### config.mk
export PLATFORM = sky130hd
export DESIGN_NAME = frame_reloc_ctrl
export DESIGN_NICKNAME = d
export VERILOG_FILES = /design/src/rtl/frc_pkg.sv /design/src/rtl/frc_cmd_buf.sv /design/src/rtl/frc_frame_mem.sv /design/src/rtl/frame_reloc_ctrl.sv
export SDC_FILE = /design/constraint.sdc
export NUM_CORES = 2
export LEC_CHECK = 0
export ABC_CLOCK_PERIOD_IN_PS = 6500
export BUFFER_PORTS_ARGS = -buffer_cell sky130_fd_sc_hd__buf_4
export CAP_MARGIN = 20
export CORE_ASPECT_RATIO = 1.5
export CORE_MARGIN = 5
export CORE_UTILIZATION = 55
export CTS_BUF_LIST = sky130_fd_sc_hd__clkbuf_8
export DETAILED_ROUTE_END_ITERATION = 12
export GPL_TIMING_DRIVEN = 1
export PLACE_DENSITY = 0.71
export SLEW_MARGIN = 25
export SYNTH_ARGS = -nofsm -noshare
export SYNTH_HDL_FRONTEND = slang
export SYNTH_SLANG_ARGS = --single-unit
### constraint.sdc
create_clock -name clk -period 6.5 [get_ports clk]
set_clock_uncertainty 0.15 [all_clocks]
set_input_delay 0.325 -clock clk [delete_from_list [all_inputs] [get_ports clk]]
set_output_delay 0.325 -clock clk [all_outputs]
set_load 0.02 [all_outputs]
### src/rtl/frc_pkg.sv
package frc_pkg;
  localparam int WORD_W = 32;
  localparam int SYNC_SEQ_LEN = 3;

  typedef enum logic [3:0] {
    S_IDLE, S_NEXT, S_GSYNC, S_WSYNC, S_SYNC,
    S_WDATA, S_DATA, S_GDES, S_WDES, S_DES
  } frc_state_e;

  typedef enum logic {OP_COPY = 1'b0, OP_CONFIG = 1'b1} frc_op_e;

  function automatic logic [WORD_W-1:0] mirror_word(input logic [WORD_W-1:0] w);
    logic [WORD_W-1:0] r;
    for (int i = 0; i < WORD_W; i++) r[i] = w[WORD_W-1-i];
    return r;
  endfunction
endpackage

### src/rtl/frc_cmd_buf.sv
module frc_cmd_buf #(
  parameter int DEPTH = 4,
  parameter int W = 32
) (
  input  logic         clk,
  input  logic         rst_n,
  input  logic         clr_i,
  input  logic         push_i,
  input  logic [W-1:0] push_data_i,
  input  logic         pop_i,
  output logic [W-1:0] head_o,
  output logic         last_o
);
  localparam int PW  = (DEPTH > 1) ? $clog2(DEPTH) : 1;
  localparam int LVW = $clog2(DEPTH + 1);

  logic [W-1:0]   slot [DEPTH];
  logic [PW-1:0]  wr_ptr, rd_ptr;
  logic [LVW-1:0] level;

  always_ff @(posedge clk) begin
    if (!rst_n || clr_i) begin
      wr_ptr <= '0;
      rd_ptr <= '0;
      level  <= '0;
    end else begin
      if (push_i) begin
        slot[wr_ptr] <= push_data_i;
        wr_ptr <= (wr_ptr == PW'(DEPTH - 1)) ? '0 : wr_ptr + 1'b1;
      end
      if (pop_i) rd_ptr <= (rd_ptr == PW'(DEPTH - 1)) ? '0 : rd_ptr + 1'b1;
      if (push_i && !pop_i) level <= level + 1'b1;
      else if (pop_i && !push_i) level <= level - 1'b1;
    end
  end

  assign head_o = slot[rd_ptr];
  assign last_o = (level == LVW'(1));

  // command sequences always fit the buffer and are never over-read
  p_no_overflow_r2: assert property (@(posedge clk) disable iff (!rst_n)
    push_i |-> (level < LVW'(DEPTH)));
  p_no_underflow_r4: assert property (@(posedge clk) disable iff (!rst_n)
    pop_i |-> (level != '0));
endmodule

### src/rtl/frc_frame_mem.sv
module frc_frame_mem #(
  parameter int DEPTH = 64,
  parameter int W = 32,
  localparam int AW = $clog2(DEPTH)
) (
  input  logic          clk,
  input  logic          we_i,
  input  logic [AW-1:0] waddr_i,
  input  logic [W-1:0]  wdata_i,
  input  logic [AW-1:0] raddr_i,
  output logic [W-1:0]  rdata_o
);
  logic [W-1:0] store [DEPTH];

  always_ff @(posedge clk) begin
    if (we_i) store[waddr_i] <= wdata_i;
  end

  assign rdata_o = store[raddr_i];
endmodule

### src/rtl/frame_reloc_ctrl.sv
module frame_reloc_ctrl
  import frc_pkg::*;
#(
  parameter int FRAME_WORDS = 4,
  parameter int MAX_FRAMES  = 16,
  parameter int MAX_CHUNKS  = 4,
  parameter int LEN_W       = 6,
  parameter int STARTUP_LAT = 2,
  parameter logic [31:0] SYNC_WORD   = 32'hAA99_5566,
  parameter logic [31:0] READ_CMD    = 32'h2800_6000,
  parameter logic [31:0] WRITE_CMD   = 32'h3000_4000,
  parameter logic [31:0] DESYNC_WORD = 32'h0000_000D,
  localparam int CNT_W = $clog2(MAX_FRAMES + 1),
  localparam int CH_W  = $clog2(MAX_CHUNKS + 1)
) (
  input  logic                        clk,
  input  logic                        rst_n,
  input  logic                        start_i,
  input  logic                        op_i,
  input  logic [31:0]                 start_addr_i,
  input  logic [CNT_W-1:0]            frame_cnt_i,
  input  logic [CH_W-1:0]             chunk_num_i,
  input  logic [MAX_CHUNKS*LEN_W-1:0] chunk_len_i,
  input  logic                        opp_half_i,
  output logic                        busy_o,
  output logic                        done_o,
  output logic                        cfg_en_o,
  output logic                        cfg_wr_o,
  output logic [31:0]                 cfg_wdata_o,
  input  logic [31:0]                 cfg_rdata_i
);
  localparam int MEM_DEPTH = MAX_FRAMES * FRAME_WORDS;
  localparam int MAW  = $clog2(MEM_DEPTH);
  localparam int CI_W = $clog2(MAX_CHUNKS);
  localparam int DW   = LEN_W + $clog2(FRAME_WORDS + 1);
  localparam int LW   = $clog2(STARTUP_LAT + 1);

  frc_state_e         state;
  frc_op_e            op_q;
  logic [31:0]        base_q, cur_addr_q, off_q;
  logic [CNT_W-1:0]   cnt_q, frame_idx;
  logic [CH_W-1:0]    nch_q, ch_idx;
  logic [LEN_W-1:0]   lens_q [MAX_CHUNKS];
  logic               opp_q, done_q;
  logic [DW-1:0]      unit_words, dcnt;
  logic [MAW-1:0]     mem_ptr;
  logic [LW-1:0]      lat_cnt;
  logic [1:0]         gen_cnt;

  logic [LEN_W-1:0]   cur_len;
  logic               lat_end, buf_last, buf_push, buf_pop, buf_clr;
  logic [31:0]        gen_word, buf_head, mem_rdata, data_word;

  assign cur_len  = (ch_idx < CH_W'(MAX_CHUNKS)) ? lens_q[ch_idx[CI_W-1:0]] : '0;
  assign lat_end  = (lat_cnt == LW'(STARTUP_LAT - 1));
  assign buf_push = (state == S_GSYNC) || (state == S_GDES);
  assign buf_pop  = (state == S_SYNC) || (state == S_DES);
  assign buf_clr  = (state == S_IDLE) && start_i;

  always_comb begin
    gen_word = '0;
    if (state == S_GSYNC) begin
      case (gen_cnt)
        2'd0:    gen_word = SYNC_WORD;
        2'd1:    gen_word = (op_q == OP_COPY) ? READ_CMD : WRITE_CMD;
        default: gen_word = cur_addr_q;
      endcase
    end else if (state == S_GDES) begin
      gen_word = DESYNC_WORD;
    end
  end

  frc_cmd_buf #(.DEPTH(SYNC_SEQ_LEN + 1), .W(32)) u_cmd_buf (
    .clk(clk), .rst_n(rst_n), .clr_i(buf_clr),
    .push_i(buf_push), .push_data_i(gen_word),
    .pop_i(buf_pop), .head_o(buf_head), .last_o(buf_last)
  );

  frc_frame_mem #(.DEPTH(MEM_DEPTH), .W(32)) u_mem (
    .clk(clk),
    .we_i((state == S_DATA) && (op_q == OP_COPY)),
    .waddr_i(mem_ptr), .wdata_i(cfg_rdata_i),
    .raddr_i(mem_ptr), .rdata_o(mem_rdata)
  );

  generate
    if (1) begin : g_out_path
      assign data_word = opp_q ? mirror_word(mem_rdata) : mem_rdata;
    end
  endgenerate

  always_ff @(posedge clk) begin
    if (!rst_n) begin
      state <= S_IDLE;
      op_q <= OP_COPY;
      base_q <= '0; cur_addr_q <= '0; off_q <= '0;
      cnt_q <= '0; frame_idx <= '0; nch_q <= '0; ch_idx <= '0;
      for (int k = 0; k < MAX_CHUNKS; k++) lens_q[k] <= '0;
      opp_q <= 1'b0; done_q <= 1'b0;
      unit_words <= '0; dcnt <= '0; mem_ptr <= '0;
      lat_cnt <= '0; gen_cnt <= '0;
    end else begin
      done_q <= 1'b0;
      case (state)
        S_IDLE: if (start_i) begin
          op_q <= frc_op_e'(op_i);
          base_q <= start_addr_i;
          cnt_q <= frame_cnt_i;
          nch_q <= chunk_num_i;
          for (int k = 0; k < MAX_CHUNKS; k++) lens_q[k] <= chunk_len_i[k*LEN_W +: LEN_W];
          opp_q <= opp_half_i && op_i;
          frame_idx <= '0; ch_idx <= '0; off_q <= '0; mem_ptr <= '0;
          state <= S_NEXT;
        end
        S_NEXT: begin
          gen_cnt <= '0;
          if (op_q == OP_COPY) begin
            if (frame_idx == cnt_q) begin
              done_q <= 1'b1;
              state <= S_IDLE;
            end else begin
              cur_addr_q <= base_q + 32'(frame_idx);
              unit_words <= DW'(FRAME_WORDS);
              state <= S_GSYNC;
            end
          end else if (ch_idx >= nch_q || ch_idx >= CH_W'(MAX_CHUNKS)) begin
            done_q <= 1'b1;
            state <= S_IDLE;
          end else if (cur_len == '0) begin
            ch_idx <= ch_idx + 1'b1;
          end else begin
            cur_addr_q <= base_q + off_q;
            unit_words <= DW'(cur_len) * DW'(FRAME_WORDS);
            state <= S_GSYNC;
          end
        end
        S_GSYNC: begin
          gen_cnt <= gen_cnt + 1'b1;
          if (gen_cnt == 2'(SYNC_SEQ_LEN - 1)) begin
            lat_cnt <= '0;
            state <= S_WSYNC;
          end
        end
        S_WSYNC: begin
          lat_cnt <= lat_cnt + 1'b1;
          if (lat_end) state <= S_SYNC;
        end
        S_SYNC: if (buf_last) begin
          lat_cnt <= '0;
          state <= S_WDATA;
        end
        S_WDATA: begin
          lat_cnt <= lat_cnt + 1'b1;
          dcnt <= '0;
          if (lat_end) state <= S_DATA;
        end
        S_DATA: begin
          mem_ptr <= mem_ptr + 1'b1;
          dcnt <= dcnt + 1'b1;
          if (dcnt == unit_words - 1'b1) state <= S_GDES;
        end
        S_GDES: begin
          lat_cnt <= '0;
          state <= S_WDES;
        end
        S_WDES: begin
          lat_cnt <= lat_cnt + 1'b1;
          if (lat_end) state <= S_DES;
        end
        S_DES: begin
          if (op_q == OP_COPY) frame_idx <= frame_idx + 1'b1;
          else begin
            ch_idx <= ch_idx + 1'b1;
            off_q <= off_q + 32'(cur_len);
          end
          state <= S_NEXT;
        end
        default: state <= S_IDLE;
      endcase
    end
  end

  assign busy_o   = (state != S_IDLE);
  assign done_o   = done_q;
  assign cfg_en_o = (state == S_SYNC) || (state == S_DATA) || (state == S_DES);
  assign cfg_wr_o = !((state == S_DATA) && (op_q == OP_COPY));
  always_comb begin
    if (state == S_DATA) cfg_wdata_o = (op_q == OP_CONFIG) ? data_word : '0;
    else if (buf_pop)    cfg_wdata_o = buf_head;
    else                 cfg_wdata_o = '0;
  end

  // done is a lone pulse outside busy; the port is silent while not busy
  p_done_pulse_r9: assert property (@(posedge clk) disable iff (!rst_n)
    done_o |=> !done_o);
  p_done_idle_r9: assert property (@(posedge clk) disable iff (!rst_n)
    done_o |-> !busy_o);
  p_quiet_idle_r7: assert property (@(posedge clk) disable iff (!rst_n)
    !busy_o |-> !cfg_en_o);
  // read cycles occur only within a copy
  p_read_copy_r2: assert property (@(posedge clk) disable iff (!rst_n)
    (cfg_en_o && !cfg_wr_o) |-> (op_q == OP_COPY));
  // a start while busy leaves the latched operation untouched
  p_start_ignored_r8: assert property (@(posedge clk) disable iff (!rst_n)
    (busy_o && start_i) |=> ($stable(op_q) && $stable(base_q)));
endmodule

## Word-level counts from Yosys, hierarchy flattened

Memory sizes are Yosys's and may differ from the RTL's. A register that Yosys moved wholly into a read port is not among the register bits.
Cells that the tools add are included.
Widths: inputs -> output; s select.

| cells by class | value |
|---|---|
| $add $sub $neg | 14 |
| magnitude comparators | 3 |
| equality and inequality tests | 33 |
| muxes and demuxes | 75 |
| bitwise gates (word level) | 5 |
| reduce and logical (&&, ||, !) cells | 36 |

Operator list:

| cell | count |
|---|---|
| $mux 32 | 11 |
| $pmux 32 s2 | 2 |
| $mux 6 | 8 |
| $mux 4 | 11 |
| $pmux 4 s10 | 1 |
| $mux 9 | 4 |
| $add 32x32->32 | 1 |
| $add 32x5->32 | 1 |
| $add 32x6->32 | 1 |
| $mux 29 | 1 |
| $ne 2x2->1 const B | 14 |
| $mux 3 | 7 |
| $mux 2 | 9 |
| $pmux 9 s2 | 1 |
| $eq 4x3->1 const B | 4 |
| $mux 1 | 13 |
| $pmux 6 s2 | 1 |
| $mux 5 | 2 |
| $pmux 5 s2 | 1 |
| $reduce_bool 2->1 | 5 |
| $add 9x1->9 const B | 1 |
| $eq 9x9->1 | 1 |
| $pmux 3 s3 | 1 |
| $reduce_and 3->1 | 3 |
| 35 further kinds | 62 |

| word-level totals | value |
|---|---|
| register bits | 154 |
| bits in writable memories | 2200 |
| input port bits | 101 |
| output and inout bits | 36 |
| word-level logic and storage cells | 188 |
| memories kept | 3 |

Memories:

| name | words | bits a word | read ports | clocked after memory_dff | write ports | line | source |
|---|---|---|---|---|---|---|---|
| u_mem.store | 64 | 32 | 1 | 1 | 1 | frc_frame_mem.sv:13 | `logic [W-1:0] store [DEPTH];` |
| u_cmd_buf.slot | 4 | 32 | 1 | 1 | 1 | frc_cmd_buf.sv:17 | `logic [W-1:0] slot [DEPTH];` |
| lens_q | 4 | 6 | 1 | 1 | 4 | frame_reloc_ctrl.sv:43 | `logic [LEN_W-1:0] lens_q [MAX_CHUNKS];` |

## Logic depth before layout (Yosys ltp)

| logic depth | value |
|---|---|
| word-level depth | 9 |
| depth in mapped cells | 14 |
| mapped depth without buffers | 12 |

## Hierarchy

Synthesis repeated with hierarchy kept, for this count alone.

| unflattened totals | value |
|---|---|
| cell total of the unflattened synthesis | 4849 |
| area, all modules | 93519.7 µm² |

By module, submodules not included:

| module | instances | cells an instance | area an instance (µm²) | seq. area each (µm²) |
|---|---|---|---|---|
| frc_frame_mem | 1 | 3292 | 77877.2 | 61499.0 |
| frame_reloc_ctrl | 1 | 1341 | 10506.3 | 3643.5 |
| frc_cmd_buf | 1 | 216 | 5136.2 | 4023.9 |

## Worst setup path before layout

No wires, ideal clock.

| timing path | value |
|---|---|
| kind | register to register |
| from | register state[3] |
| to | memory u_mem.store[46][0], enable pin |
| setup time | 0.421 ns |
| arrival | 3.389 ns |
| slack | 2.540 ns |
| stages on the path, launching flop included | 10 |
| buffers on the path | 1 |
| path through | dfxtp_1 inv_1 nand2_1 or3b_2 clkbuf_1 nor2_1 inv_1 nor2_1 nand3_1 nor2_1 |

| on the way | value |
|---|---|
| longest elaborated chain between the ends | 4 |

RTL lines:

| element | line | source |
|---|---|---|
| start, declared | frame_reloc_ctrl.sv:38 | `frc_state_e state;` |
| start signal, assigned | frame_reloc_ctrl.sv:94 | `state <= S_IDLE;` |
| start signal, assigned | frame_reloc_ctrl.sv:113 | `state <= S_NEXT;` |
| start signal, assigned | frame_reloc_ctrl.sv:120 | `state <= S_IDLE;` |
| $eq 4x3->1 | frame_reloc_ctrl.sv:81 | `.we_i((state == S_DATA) && (op_q == OP_COPY)),` |
| $logic_and 1x1->1 | frame_reloc_ctrl.sv:81 |  |
| $mux 1 | frc_frame_mem.sv:16 | `if (we_i) store[waddr_i] <= wdata_i;` |
| $mux 1 (implied by the code) | frc_frame_mem.sv:16 |  |
| end, declared | frc_frame_mem.sv:13 |  |

No other way between the ends.

==> flow_summary.rst <==
.. list-table::
   :header-rows: 1

   * - Metric
     - Value
   * - Gate count of the mapped netlist
     - ~4.6k
   * - Number of slew-limit violations in the final report
     - 0
   * - CP Capture Type
     - output port
   * - Ranking of synthesized cells by area
     - sky130_fd_sc_hd__edfxtp_1 71%, sky130_fd_sc_hd__mux4_2 16%, sky130_fd_sc_hd__dfxtp_1 3.4%
   * - Number of DRC markers in iteration 0
     - ~4.2k
   * - Setup TNS after final layout
     - 0 ps
   * - Worst Setup EP
     - cfg_wdata_o[6]
   * - EDFF count, synth
     - roughly 2.2k
   * - Clock sinks
     - 2,361
   * - Maximum fanout encountered on the critical timing path
     - 36
   * - Final worst path period share
     - roughly 83%
   * - Routed via count
     - between 40k and 50k
   * - Number of warnings reported in the yosys synthesis log
     - 0
   * - H-Tree Level Count
     - 5
   * - Class of the tightest hold or removal check
     - input port to flop
   * - Reg2reg end
     - u_mem.store[38][6]$_DFFE_PP_
   * - Worst-case vdd ir drop
     - about 0.26 mV
   * - Aggregate global routing overflow
     - 0
   * - Post-Route Hold Slack
     - 209 ps
   * - Worst Path Required
     - 6020 ps
   * - Global-route wire length before repair
     - approximately 330 mm
   * - Unrepaired setup endpoints after global routing
     - no
   * - Total number of placement rows
     - roughly 190
   * - Worst-margin pin slew
     - around 1100 ps
   * - First-pass iteration count of the detailed router
     - 6
   * - Count of cell types in the netlist
     - 64
   * - Clock root cell
     - sky130_fd_sc_hd__clkbuf_8
   * - Slew HR
     - between 20% and 30%
   * - TritonCTS clock tree
     - done
   * - Met3 capacity usage during global routing
     - 4.28%
   * - Number of cell instances on the worst register-to-register path
     - 8
   * - Timing-limited maximum frequency
     - 0.186 GHz
   * - Area of the core
     - 169,000 um^2
   * - Total detailed-routing wirelength
     - about 220 mm
   * - Part of the Yosys area used for sequential elements
     - around three quarters
   * - Power per unit of standard cell area
     - 277 nW/um^2
   * - Buffers added on ports
     - about 140
   * - Arrival time at the worst endpoint
     - a little under 5000 ps
   * - #FFs+latches synth
     - 2,361
   * - Fill cell count
     - about 11k
   * - Maximum Capacitance Violations
     - 0
   * - Starting utilization of the core area
     - a little under three fifths
   * - Final critical path time including I/O delays and setup
     - between 5000 and 6000 ps
   * - Critical Path Start Type
     - flop
   * - Primary FF master, synth
     - sky130_fd_sc_hd__edfxtp_1
   * - Setup WS pre-CTS
     - 1770 ps
   * - DR DRC count
     - 0
   * - Leading cell types in the layout, fill and taps excluded
     - 2,200 x sky130_fd_sc_hd__edfxtp_1, 679 x sky130_fd_sc_hd__mux4_2, 354 x sky130_fd_sc_hd__clkbuf_8
   * - Average size of a mapped cell
     - 20.2 um^2
   * - Per-cell routed wire length
     - 28.5 um
   * - Antenna violations before repair
     - 7
   * - Layer with the highest usage
     - met2
   * - Clock slew at reported path FFs
     - 60 ps
   * - Width of the chip
     - roughly 350 um
   * - RR Startpoint
     - state[1]$_SDFFE_PN0P_
   * - Post-route ant nets
     - 0
   * - Vias in the first global route
     - between 40k and 50k
   * - Total Die Area
     - roughly 180,000 um^2
   * - Area Overhead vs Synth
     - 14.4%
   * - Share of post-route cells with drive strength above 1
     - approximately 28%
   * - Global routing met1 resource utilization
     - 29.9%
   * - Final setup violation count
     - 0
   * - Critical setup path kind
     - flop to output port
   * - Hpwl dp
     - 137 mm
   * - Vias per cell
     - between 6 and 7
   * - RePlAce Congestion
     - roughly 0.9
   * - Status
     - finished clean
   * - Vertical die dimension
     - approximately 510 um
   * - Most frequent standard cell in the layout excluding fill and tap cells
     - sky130_fd_sc_hd__edfxtp_1
   * - Clock latency reported for the late side of the worst-skew pair
     - roughly 1000 ps
   * - Fin worst setup slack
     - between 1000 and 1500 ps
   * - Met2 Use GR
     - roughly 45%
   * - Maximum number of pins on one net before global-route repair
     - around 130
   * - Final number of hold-violating endpoints
     - 0
   * - Minimum setup slack among reg-to-reg paths
     - ~1600 ps
   * - CTS max path bufs
     - 4
   * - Leakage power
     - around 33 nW
   * - Top cell type's share of synthesized area
     - between 70% and 80%
   * - Area of combinational cells with multiple inputs
     - about 24,000 um^2
   * - Post-synth design cell area
     - between 90,000 and 100,000 um^2
   * - Sequential cell area
     - 69,300 um^2
   * - Number of nets in the finished design
     - about 5.4k
   * - Number of ports placed on the die boundary
     - roughly 140
   * - Net Count, Synth
     - roughly 4.8k
   * - Dominant cell type by area after synthesis
     - sky130_fd_sc_hd__edfxtp_1
   * - Total routing usage reported by global routing
     - between 20% and 30%
   * - Total CTS buffers
     - about 340
   * - Synth async-reset ratio
     - 0%
[cell families (layout without fill, tap and decap cells)]
kind of cell / after synthesis / after routing / share of synthesized area [%]
AO/OA/AOI/OAI: 373 / 373 / 2.41
adder cells (fa/ha/maj): 60 / 60 / 0.817
AND/OR/NAND/NOR: 743 / 743 / 3.66
XOR/XNOR: 58 / 58 / 0.544
flip-flops: 2361 / 2361 / 74.1
other: 0 / 3 / 0
buffers and inverters: 282 / 1123 / 1.24
multiplexers: 750 / 750 / 17.2
[cell usage after synthesis (10+ instances only)]
cell / number
sky130_fd_sc_hd__clkbuf_1: 152
sky130_fd_sc_hd__ha_1: 56
sky130_fd_sc_hd__nor2_1: 233
sky130_fd_sc_hd__nor3_1: 27
sky130_fd_sc_hd__mux2_2: 50
sky130_fd_sc_hd__or3_1: 35
sky130_fd_sc_hd__a21oi_1: 185
sky130_fd_sc_hd__inv_1: 34
sky130_fd_sc_hd__xor2_1: 19
sky130_fd_sc_hd__o211ai_1: 10
sky130_fd_sc_hd__and3_1: 55
sky130_fd_sc_hd__nand2b_1: 10
sky130_fd_sc_hd__buf_2: 57
sky130_fd_sc_hd__xnor2_1: 39
sky130_fd_sc_hd__dfxtp_1: 161
sky130_fd_sc_hd__o21ai_0: 61
sky130_fd_sc_hd__o2111ai_1: 17
sky130_fd_sc_hd__edfxtp_1: 2200
sky130_fd_sc_hd__buf_1: 32
sky130_fd_sc_hd__nand4_1: 12
sky130_fd_sc_hd__and2_1: 31
sky130_fd_sc_hd__mux2i_1: 21
sky130_fd_sc_hd__a21o_1: 15
sky130_fd_sc_hd__nand3_1: 53
sky130_fd_sc_hd__nand3b_1: 10
sky130_fd_sc_hd__mux4_2: 679
sky130_fd_sc_hd__nand2_1: 238
sky130_fd_sc_hd__a22o_1: 15
sky130_fd_sc_hd__a22oi_1: 10
[what timing repair did]
| item | 4_1_cts | 5_1_grt |
|---|---|---|
| buffers inserted | 0 | 0 |
| setup endpoints to repair | 0 | 0 |
| endpoints found under the hold margin | 2158 | 0 |
| gates resized for setup | 0 | 0 |
| hold buffers | 233 | 0 |
[how the worst min path moves through the flow]
stage	from	cells after the start	to	slack [ps]
2_1_floorplan	cfg_rdata_i[0]	0	u_mem.store[0][0]$_DFFE_PP_	270
3_3_place_gp	cur_addr_q[7]$_SDFFE_PN0P_	2	cur_addr_q[7]$_SDFFE_PN0P_	290
3_5_place_dp	cur_addr_q[15]$_SDFFE_PN0P_	2	cur_addr_q[15]$_SDFFE_PN0P_	290
4_1_cts	rst_n	4	cur_addr_q[31]$_SDFFE_PN0P_	120
5_1_grt	cfg_rdata_i[6]	2	u_mem.store[12][6]$_DFFE_PP_	210
6_report	cfg_rdata_i[6]	2	u_mem.store[15][6]$_DFFE_PP_	210
[metal layers]
metal,part of all wire [%],wire length [um]
met5,0.012,27
met4,3.6,7890
met3,6.0,13300
met2,55,120000
met1,36,78800
[critical path: stages (launching register included)]
cell	delay, ps
sky130_fd_sc_hd__dfxtp_4	1000
sky130_fd_sc_hd__buf_4	480
sky130_fd_sc_hd__buf_4	240
sky130_fd_sc_hd__mux4_2	510
sky130_fd_sc_hd__mux4_2	520
sky130_fd_sc_hd__mux2_2	360
sky130_fd_sc_hd__nor2_1	100
sky130_fd_sc_hd__or3_1	140
sky130_fd_sc_hd__o2111ai_1	220
sky130_fd_sc_hd__buf_4	270
[flip-flops by register name (all words and copies together), names as in the netlist, named ones only]
register / flops
u_mem.store: 2048
u_cmd_buf.slot: 128
base_q: 32
cur_addr_q: 32
off_q: 32
lens_q: 24
dcnt: 9
mem_ptr: 6
unit_words: 6
cnt_q: 5
frame_idx: 5
state: 4
ch_idx: 3
nch_q: 3
u_cmd_buf.level: 3
gen_cnt: 2
lat_cnt: 2
u_cmd_buf.rd_ptr: 2
u_cmd_buf.wr_ptr: 2
done_o: 1
op_q: 1
opp_q: 1
[per-stage QoR]
stage          util, %  cells  instance area, um^2  power [mW]
3_5_place_dp      58.1   6892                98300        18.7
4_1_cts           63.2   7711               107000        29.8
6_report          63.2   7715               107000        29.7
5_1_grt           63.2   7713               107000        30.8
3_3_place_gp      57.8   6875                97800        18.6
2_1_floorplan        -   4627                93400        18.1
[final cells by class]
class	count	area share (%)
Sequential cell	2361	64.8
Multi-Input combinational cell	1984	22.0
Clock buffer	354	4.56
Timing Repair Buffer	501	4.54
Tap cell	2244	2.63
Clock inverter	232	1.32
Inverter	36	0.128
Antenna cell	3	0.00702
[power breakdown]
| part | leakage (nW) | total, mW | internal, mW | switching, mW |
|---|---|---|---|---|
| clock network | 3.54 | 11.1 | 5.71 | 5.36 |
| logic | 8.76 | 1.68 | 0.626 | 1.06 |
| registers | 21.1 | 16.9 | 16.8 | 0.113 |
Note: power is estimated with default switching activity, not from simulation.
